## src/rtl/adc_pwr_pkg.sv

```systemverilog
package adc_pwr_pkg;
  typedef enum logic [1:0] {
    CMD_CONV      = 2'd0,
    CMD_PDN_PART  = 2'd1,
    CMD_PDN_FULL  = 2'd2,
    CMD_WAKE      = 2'd3
  } cmd_e;

  typedef enum logic [1:0] {
    PS_ACTIVE = 2'd0,
    PS_PART   = 2'd1,
    PS_FULL   = 2'd2,
    PS_WAKING = 2'd3
  } pstate_e;

  typedef enum logic [1:0] {
    K_CONV  = 2'd0,
    K_ABORT = 2'd1,
    K_WAKE  = 2'd2
  } kind_e;
endpackage

```

## src/rtl/adc_frame_engine.sv

```systemverilog
module adc_frame_engine #(
  parameter int DIV_HALF    = 2,
  parameter int FRAME_EDGES = 16,
  parameter int DATA_W      = 14,
  parameter int EW          = 5,
  parameter int LANES       = 2
) (
  input  logic                         clk,
  input  logic                         rst,
  input  logic                         start,
  input  logic [EW-1:0]                stop_edge,
  input  logic [LANES-1:0]             sd,
  output logic                         cs_n,
  output logic                         sclk,
  output logic                         done,
  output logic [LANES-1:0][DATA_W-1:0] data
);
  localparam int DW = (DIV_HALF > 1) ? $clog2(DIV_HALF) : 1;

  typedef enum logic [2:0] {PH_IDLE, PH_LEAD, PH_LOW, PH_HIGH, PH_TAIL} phase_e;

  phase_e          phase;
  logic [DW-1:0]   div_cnt;
  logic [EW-1:0]   edges;
  logic            half_end;
  logic            sample_en;

  assign half_end  = (div_cnt == DW'(DIV_HALF - 1));
  assign sample_en = (phase == PH_LOW) && half_end;

  always_ff @(posedge clk) begin
    if (rst) begin
      phase   <= PH_IDLE;
      cs_n    <= 1'b1;
      sclk    <= 1'b1;
      div_cnt <= '0;
      edges   <= '0;
      done    <= 1'b0;
    end else begin
      done <= 1'b0;
      if (phase == PH_IDLE) begin
        if (start) begin
          cs_n    <= 1'b0;
          div_cnt <= '0;
          edges   <= '0;
          phase   <= PH_LEAD;
        end
      end else begin
        div_cnt <= half_end ? '0 : div_cnt + 1'b1;
        if (half_end) begin
          case (phase)
            PH_LEAD: begin
              sclk  <= 1'b0;
              edges <= EW'(1);
              phase <= PH_LOW;
            end
            PH_LOW: begin
              sclk <= 1'b1;
              if (edges == stop_edge) begin
                cs_n  <= 1'b1;
                phase <= PH_TAIL;
              end else begin
                phase <= PH_HIGH;
              end
            end
            PH_HIGH: begin
              sclk  <= 1'b0;
              edges <= edges + 1'b1;
              phase <= PH_LOW;
            end
            PH_TAIL: begin
              done  <= 1'b1;
              phase <= PH_IDLE;
            end
            default: phase <= PH_IDLE;
          endcase
        end
      end
    end
  end

  for (genvar g = 0; g < LANES; g++) begin : g_lane
    logic [FRAME_EDGES-1:0] shreg;
    always_ff @(posedge clk) begin
      if (rst) shreg <= '0;
      else if (sample_en) shreg <= {shreg[FRAME_EDGES-2:0], sd[g]};
    end
    assign data[g] = shreg[DATA_W-1:0];
  end
endmodule

```

## src/rtl/adc_pwr_seq.sv

```systemverilog
module adc_pwr_seq
  import adc_pwr_pkg::*;
#(
  parameter int FRAME_EDGES = 16,
  parameter int ABORT_EDGE  = 4,
  parameter int PU_PART     = 20,
  parameter int PU_FULL     = 60,
  parameter int EW          = 5
) (
  input  logic          clk,
  input  logic          rst,
  input  logic          cmd_valid,
  input  logic [1:0]    cmd_code,
  output logic          cmd_ready,
  input  logic          done,
  output logic          start,
  output logic [EW-1:0] flen,
  output logic          res_valid,
  output logic          res_dummy,
  output pstate_e       pstate
);
  localparam int PU_MAX = (PU_FULL > PU_PART) ? PU_FULL : PU_PART;
  localparam int TW     = $clog2(PU_MAX + 1);

  typedef enum logic [1:0] {C_IDLE, C_RUN, C_WAIT} ctl_e;

  ctl_e          ctl;
  kind_e         kind;
  logic          pend2;
  logic          from_full;
  logic [TW-1:0] tmr;

  logic  go, go_pend, go_full;
  kind_e go_kind;
  cmd_e  cmd;

  assign cmd       = cmd_e'(cmd_code);
  assign cmd_ready = (ctl == C_IDLE);

  always_comb begin
    go      = 1'b0;
    go_kind = K_CONV;
    go_pend = 1'b0;
    go_full = 1'b0;
    case (pstate)
      PS_ACTIVE: case (cmd)
        CMD_CONV:     go = 1'b1;
        CMD_PDN_PART: begin go = 1'b1; go_kind = K_ABORT; end
        CMD_PDN_FULL: begin go = 1'b1; go_kind = K_ABORT; go_pend = 1'b1; end
        default: ;
      endcase
      PS_PART: case (cmd)
        CMD_CONV, CMD_WAKE: begin go = 1'b1; go_kind = K_WAKE; end
        CMD_PDN_FULL:       begin go = 1'b1; go_kind = K_ABORT; end
        default: ;
      endcase
      PS_FULL: case (cmd)
        CMD_CONV, CMD_WAKE: begin go = 1'b1; go_kind = K_WAKE; go_full = 1'b1; end
        default: ;
      endcase
      default: ;
    endcase
  end

  always_ff @(posedge clk) begin
    if (rst) begin
      ctl       <= C_IDLE;
      pstate    <= PS_ACTIVE;
      kind      <= K_CONV;
      pend2     <= 1'b0;
      from_full <= 1'b0;
      tmr       <= '0;
      start     <= 1'b0;
      flen      <= EW'(FRAME_EDGES);
      res_valid <= 1'b0;
      res_dummy <= 1'b0;
    end else begin
      start     <= 1'b0;
      res_valid <= 1'b0;
      case (ctl)
        C_IDLE: if (cmd_valid && go) begin
          ctl       <= C_RUN;
          start     <= 1'b1;
          kind      <= go_kind;
          pend2     <= go_pend;
          from_full <= go_full;
          flen      <= (go_kind == K_ABORT) ? EW'(ABORT_EDGE) : EW'(FRAME_EDGES);
        end
        C_RUN: if (done) begin
          case (kind)
            K_ABORT: begin
              pstate <= (pstate == PS_ACTIVE) ? PS_PART : PS_FULL;
              if (pend2) begin
                pend2 <= 1'b0;
                start <= 1'b1;
              end else begin
                ctl <= C_IDLE;
              end
            end
            K_WAKE: begin
              res_valid <= 1'b1;
              res_dummy <= 1'b1;
              pstate    <= PS_WAKING;
              tmr       <= from_full ? TW'(PU_FULL - 1) : TW'(PU_PART - 1);
              ctl       <= C_WAIT;
            end
            default: begin
              res_valid <= 1'b1;
              res_dummy <= 1'b0;
              ctl       <= C_IDLE;
            end
          endcase
        end
        C_WAIT: begin
          if (tmr == '0) begin
            pstate <= PS_ACTIVE;
            ctl    <= C_IDLE;
          end else begin
            tmr <= tmr - 1'b1;
          end
        end
        default: ctl <= C_IDLE;
      endcase
    end
  end
endmodule

```

## src/rtl/adc_pwr_ctrl.sv

```systemverilog
module adc_pwr_ctrl
  import adc_pwr_pkg::*;
#(
  parameter int DIV_HALF   = 2,
  parameter int DATA_W     = 14,
  parameter int ABORT_EDGE = 4,
  parameter int PU_PART    = 20,
  parameter int PU_FULL    = 60
) (
  input  logic              clk,
  input  logic              rst,
  input  logic              cmd_valid,
  input  logic [1:0]        cmd_code,
  output logic              cmd_ready,
  output logic              adc_cs_n,
  output logic              adc_sclk,
  input  logic              adc_sda,
  input  logic              adc_sdb,
  output logic              res_valid,
  output logic              res_dummy,
  output logic [DATA_W-1:0] res_a,
  output logic [DATA_W-1:0] res_b,
  output logic [1:0]        pwr_state
);
  localparam int FRAME_EDGES = 16;
  localparam int EW          = $clog2(FRAME_EDGES + 1);

  logic                   start, done;
  logic [EW-1:0]          flen;
  logic [1:0][DATA_W-1:0] data;
  pstate_e                pstate;

  adc_frame_engine #(
    .DIV_HALF(DIV_HALF), .FRAME_EDGES(FRAME_EDGES), .DATA_W(DATA_W), .EW(EW), .LANES(2)
  ) u_eng (
    .clk(clk), .rst(rst), .start(start), .stop_edge(flen),
    .sd({adc_sdb, adc_sda}), .cs_n(adc_cs_n), .sclk(adc_sclk),
    .done(done), .data(data)
  );

  adc_pwr_seq #(
    .FRAME_EDGES(FRAME_EDGES), .ABORT_EDGE(ABORT_EDGE),
    .PU_PART(PU_PART), .PU_FULL(PU_FULL), .EW(EW)
  ) u_seq (
    .clk(clk), .rst(rst), .cmd_valid(cmd_valid), .cmd_code(cmd_code),
    .cmd_ready(cmd_ready), .done(done), .start(start), .flen(flen),
    .res_valid(res_valid), .res_dummy(res_dummy), .pstate(pstate)
  );

  assign pwr_state = pstate;

  always_ff @(posedge clk) begin
    if (rst) begin
      res_a <= '0;
      res_b <= '0;
    end else if (done) begin
      res_a <= data[0];
      res_b <= data[1];
    end
  end
endmodule

```

## config.mk

```make
export PLATFORM = sky130hd
export DESIGN_NAME = adc_pwr_ctrl
export DESIGN_NICKNAME = d
export VERILOG_FILES = /design/src/rtl/adc_pwr_pkg.sv /design/src/rtl/adc_frame_engine.sv /design/src/rtl/adc_pwr_seq.sv /design/src/rtl/adc_pwr_ctrl.sv
export SDC_FILE = /design/constraint.sdc
export NUM_CORES = 1
export LEC_CHECK = 0
export BUFFER_PORTS_ARGS = -buffer_cell sky130_fd_sc_hd__clkbuf_2
export CELL_PAD_IN_SITES_DETAIL_PLACEMENT = 2
export CELL_PAD_IN_SITES_GLOBAL_PLACEMENT = 2
export CORE_MARGIN = 2
export CORE_UTILIZATION = 30
export CTS_BUF_LIST = sky130_fd_sc_hd__clkbuf_2 sky130_fd_sc_hd__clkbuf_4 sky130_fd_sc_hd__clkbuf_8
export CTS_CLUSTER_SIZE = 40
export DETAILED_ROUTE_END_ITERATION = 8
export HOLD_SLACK_MARGIN = 0.08
export PLACE_DENSITY = 0.72
export SYNTH_ARGS = -nofsm -noshare
export SYNTH_HDL_FRONTEND = slang
export SYNTH_HIERARCHICAL = 1
export SYNTH_SLANG_ARGS = --single-unit
```

## constraint.sdc

```tcl
create_clock -name clk -period 1.33 [get_ports clk]
set_input_delay 0.0665 -clock clk [delete_from_list [all_inputs] [get_ports clk]]
set_output_delay 0.0665 -clock clk [all_outputs]
set_load 0.005 [all_outputs]
```

Word-level counts from Yosys, hierarchy flattened. Cells that the tools add are included.

Logic and storage cells: 139. Register bits: 90. Bits of input ports: 7. Output and inout port bits: 35.

Bitwise operators: 5. Multiplexer cells: 56. Equal/unequal tests: 24. $add $sub $neg: 3. Reductions and logical operators: 31.

Operators by type and width (number): 6-bit 2-to-1 mux (4); 1-bit 2-to-1 mux (23); 5-bit 2-to-1 mux (4); 4-bit AND reduction (5); 2-bit case mux with 2 select lines (4); 2-bit 2-to-1 mux (7); 3-bit 2-to-1 mux (4); 2-bit case mux with 3 select lines (2); 6-bit case mux with 2 select lines (1); 2-bit nonzero test (6); 3-bit OR reduction (4); 2-bit by 1-bit equality test with 1-bit output, second input constant (5); 2-bit equality test, second input constant (5); 2-bit by 1-bit != test with 1-bit output, second input constant (5); 5-bit case mux with 2 select lines (1); 3-bit AND reduction (3); 1-bit case mux with 2 select lines (4); 3-bit by 2-bit equality test with 1-bit output, second input constant (2); 2-bit zero test (3); 6-bit zero test (1); 3-bit case mux with 2 select lines (1); 2-bit OR reduction (3); 6-bit by 1-bit subtractor with 6-bit output, second input constant (1); 5-bit by 1-bit adder with 5-bit output, second input constant (1); other kinds (13) (20).

Logic depth before layout (Yosys ltp).
Depth after elaboration: 7. Depth in mapped cells: 7. Mapped depth without buffers: 6.

Hierarchy. Netlist, hierarchy kept.

By module, submodules not included: adc_frame_engine (area each 1704.1 um^2, instances 1, cells each 206, sequential area each 800.8 um^2); adc_pwr_seq (area each 1106.1 um^2, instances 1, cells each 130, sequential area each 380.4 um^2); adc_pwr_ctrl (area each 1012.2 um^2, instances 1, cells each 90, sequential area each 560.5 um^2).

Worst setup path after synthesis. Ideal clock, no wire load.

Kind: reg2reg. Start: reg u_seq.kind[0]. End: reg u_seq.tmr[3]. Buffers on the path: 1. Arrival time: 1263 ps. Data required time: 1198 ps. Stages on the path, launching flop included: 8. Slack: -65 ps. Period minus slack after synthesis: 1395 ps. Setup time: 132 ps. Path through: dfxtp_1 inv_1 ha_1 and4b_1 clkbuf_1 nand2b_1 a22oi_1 nor3_1.

Longest elaborated chain between the ends: 3.

Ends and longest elaborated chain: from (decl) (line adc_pwr_seq.sv:28) `kind_e kind;`; from (signal assigned) (line adc_pwr_seq.sv:84) `kind <= go_kind;`; 2-bit equality test (line adc_pwr_seq.sv:90) `case (kind)`; 2-bit by 1-bit != test with 1-bit output (no source line); 4-bit AND reduction (no source line); to (signal assigned) (line adc_pwr_seq.sv:104) `tmr <= from_full ? TW'(PU_FULL - 1) : TW'(PU_PART - 1);`; to (signal assigned) (line adc_pwr_seq.sv:119) `tmr <= tmr - 1'b1;`; to (decl) (line adc_pwr_seq.sv:31) `logic [TW-1:0] tmr;`.

Every way passes these cells. A chain may end at the register's enable or synchronous reset.

Final worst setup path.
Start: reg u_seq.tmr[2]. End: reg u_seq.tmr[0].

Longest elaborated chain between the ends: 3.

Ends and longest elaborated chain: 6-bit zero test (line adc_pwr_seq.sv:115) `if (tmr == '0) begin`; 2-bit != test (no source line); 4-bit AND reduction (no source line).

Every way passes these cells.

==> results by group <==
STA
  – RSZ-0062 raised after global routing: true
  – Final Cycle Share: 1.07
  – Final Hold Fails: 0
  – Maximum clock rate: 700 MHz
  – Min Tclk post-route: 1.43 ns
  – Clock skew: 0.0105 ns
  – Max-slew violation count: 0
  – Post-route setup slack: -0.0983 ns
  – Endpoints failing setup: 10

Global routing
  – GRT Total Usage: 0.162
  – First-pass GRT wire length: 17.6 mm
  – Number of global-route vias before repair: 3539
  – Largest net degree at the start of global routing: 57
  – Grt total ovfl: 0
  – Initial antenna violation count: 0

Critical path
  – Crit Reg-Reg Endpoint: u_seq/tmr[0]$_SDFFE_PP0P_
  – Critical Path Sink Type: flop
  – CP arrival: 1.68 ns
  – Worst r2r path cells: 4
  – CP Launch Type: flop
  – Worst reg-to-reg setup slack: -0.1 ns
  – RR Startpoint: u_seq/tmr[2]$_SDFFE_PP0P_
  – CP Class: flop to flop
  – Worst EP required: 1.59 ns
  – CP Max Fanout: 7

Flow run
  – MaxCap Viol Count: 0

Clock tree
  – Clk_lat worst skew: 0.37 ns
  – # clock sinks: 87
  – Clk buf depth: 2
  – CTS clk-pin slew, worst paths: 0.09 ns
  – CTS root buf: clkbuf_8
  – CTS tree: yes
  – TritonCTS Buffers: 9
  – H-tree depth: 3

Yosys
  – Distinct cell type count after synthesis: 53
  – Sequential fraction of the synthesis area: 0.456
  – EDFF count, synth: 0
  – Syn Area/Cell: 8.97 um^2
  – Syn Inst Count: 426
  – Mapped Area: 3820 um^2
  – Seq cells post-synth: 87
  – Top FF cell, synth: dfxtp_1
  – FFs w/ async S/R, synth: 0
  – Ys Warns: 6

Finish
  – Leading cell type in the layout, fill and taps excluded: dfxtp_1
  – Fillers: 1435
  – Syn-to-layout area delta: 28.4%
  – Fin cells: 672
  – Design area: 4910 um^2
  – Fraction of layout cells with a size suffix above 1: 0.310
  – Commonest non-fill, non-tap cells in the layout: 77 x dfxtp_1, 68 x nand2_1, 40 x clkbuf_2, 40 x a21oi_1, 38 x nor2_1
  – Layout Nets: 510
  – Antenna Cells: 0

Hold path
  – Worst hold endpoint: u_eng/phase[1]$_SDFFE_PP0P_
  – Worst hold-check path type: primary input to flop
  – Hold Crit Start: rst
  – Worst hold stages: 3

Outcome
  – Failing checks: negative setup slack
  – Status: finished with violations

Detailed routing
  – Pre-antenna DRT Iters: 3
  – DR vias: 3222
  – Number of remaining DRC errors: 0
  – DRT iter0 DRCs: 119
  – Antenna Nets Post-Route: 0
  – Via-to-Cell Ratio: 4.79
  – Post-Route WL: 10.5 mm
  – Avg WL per Cell: 15.6 um

Floorplanning
  – Die area: 13700 um^2
  – Die Y: 117 um
  – I/O pins: 42
  – Row cnt: 41
  – Die X: 117 um
  – CORE AREA: 12500 um^2
  – Starting Density: 0.305

Pwr
  – Net Sw Frac: 0.240
  – Combinational fraction of design power: 0.064
  – Net Switching: 1.22 mW
  – P_leak: 1.82 nW
  – Clock power frac: 0.414
  – Sequential Power Share: 0.523
  – Pwr/cell area: 1030 nW/um^2
  – Internal power: 3.86 mW
  – Maximum vdd ir drop: 0.366 mV

Place
  – Gpl congestion: 0.788
  – I/O Buffers: 41
  – Placed inst area: 4380 um^2
  – DPL Wire Length: 6.97 mm
  – Inst Count DP: 648
[synthesized netlist by cell type (7+ instances only)]
cell | number | area, um^2
o21ai_0 | 10 | 50.1
nand3_1 | 7 | 35.0
nor2_1 | 38 | 143
ha_1 | 8 | 100
clkbuf_1 | 12 | 45.0
inv_1 | 9 | 33.8
a21oi_1 | 44 | 220
dfxtp_1 | 87 | 1740
buf_2 | 8 | 40.0
nand2_1 | 68 | 255
nor3_1 | 14 | 70.1
mux2i_1 | 33 | 330
[worst max path at each step]
stage | start | to | slack, ns | cells after the start
floorplan | u_seq/tmr[0]$_SDFFE_PP0P_ | u_seq/pstate[0]$_SDFFE_PP0P_ | -0.008 | 6
global placement | u_seq/tmr[0]$_SDFFE_PP0P_ | u_seq/pstate[0]$_SDFFE_PP0P_ | -0.03 | 6
detailed placement | u_seq/tmr[0]$_SDFFE_PP0P_ | u_seq/pstate[0]$_SDFFE_PP0P_ | -0.11 | 6
CTS | u_seq/tmr[2]$_SDFFE_PP0P_ | u_seq/pstate[0]$_SDFFE_PP0P_ | -0.07 | 4
global route | u_seq/ctl[0]$_SDFFE_PP0P_ | u_seq/flen[4]$_SDFFE_PP1P_ | -0.13 | 4
finish | u_seq/tmr[2]$_SDFFE_PP0P_ | u_seq/tmr[0]$_SDFFE_PP0P_ | -0.1 | 4
[cell type report]
class	instances	area, um^2	share of cell area
multi-input cells	300	2050	0.417
flip-flops and latches	87	1760	0.358
repair buffers	88	628	0.128
well taps	172	215	0.0438
clock buffers	10	131	0.0268
clock inverters	6	93.8	0.0191
inverters	9	33.8	0.00688
[power groups by stage]
stage | logic [mW] | clock network (mW) | registers (mW)
after floorplan | 0.189 | 0 | 2.70
after global placement | 0.266 | 0 | 2.71
after detailed placement | 0.279 | 0 | 2.71
after CTS | 0.299 | 2.18 | 2.66
after global routing | 0.360 | 2.29 | 2.66
final | 0.323 | 2.10 | 2.66
[critical path: stages (launching register included)]
cell and delay [ns]:
dfxtp_2 0.33, or3_4 0.44, o21a_4 0.29, nor3_4 0.21
a211oi_2 0.05
[state kept, by name (all words and copies together) (netlist names)]
| register | flops |
|---|---|
| res_a | 14 |
| res_b | 14 |
| u_eng/cs_n | 1 |
| u_eng/div_cnt | 1 |
| u_eng/done | 1 |
| u_eng/edges | 5 |
| u_eng/g_lane.shreg | 28 |
| u_eng/phase | 3 |
| u_eng/sclk | 1 |
| u_seq/ctl | 2 |
| u_seq/flen | 2 |
| u_seq/from_full | 1 |
| u_seq/kind | 2 |
| u_seq/pend2 | 1 |
| u_seq/pstate | 2 |
| u_seq/res_dummy | 1 |
| u_seq/res_valid | 1 |
| u_seq/start | 1 |
| u_seq/tmr | 6 |
[timing repair]
item | in CTS | in global routing
pin swaps | 11 | 15
hold endpoints to repair | 5 | 0
gates resized for setup | 25 | 38
hold buffers | 4 | 0
endpoints found under the setup margin | 28 | 44
setup buffers | 1 | 3
[layer usage]
metal	routed length [um]	up-vias	track usage	part of all wire
met3	262	13	0.0257	0.025
li1	-	1582	-	-
met5	0	-	0	0
met2	5350	38	0.294	0.51
met1	4650	1589	0.191	0.44
met4	208	0	0.0635	0.020
[logic make-up (layout without fill, tap and decap cells)]
family	after synthesis	after routing	synth area share
simple gates	164	164	0.209
flops	87	87	0.456
compound gates	85	85	0.142
buf+inv	41	113	0.0635
mux	33	33	0.0864
fa+ha+maj	8	8	0.0262
xor+xnor	7	7	0.0160
other cells	1	3	0.000981
[stage by stage]
step                hold WS, ns  TNS [ns]   util  total power, mW  setup slack, ns
CTS                      0.0848    -0.290  0.378             5.14          -0.0663
global placement          0.306   -0.0585  0.350             2.98          -0.0259
global route              0.115     -1.44  0.392             5.31           -0.133
finish                    0.107    -0.469  0.392             5.08          -0.0983
floorplan                 0.202   -0.0110      -             2.89         -0.00789
detailed placement        0.320     -1.02  0.350             2.99           -0.107
No activity file was read; power rests on OpenSTA's default activity.
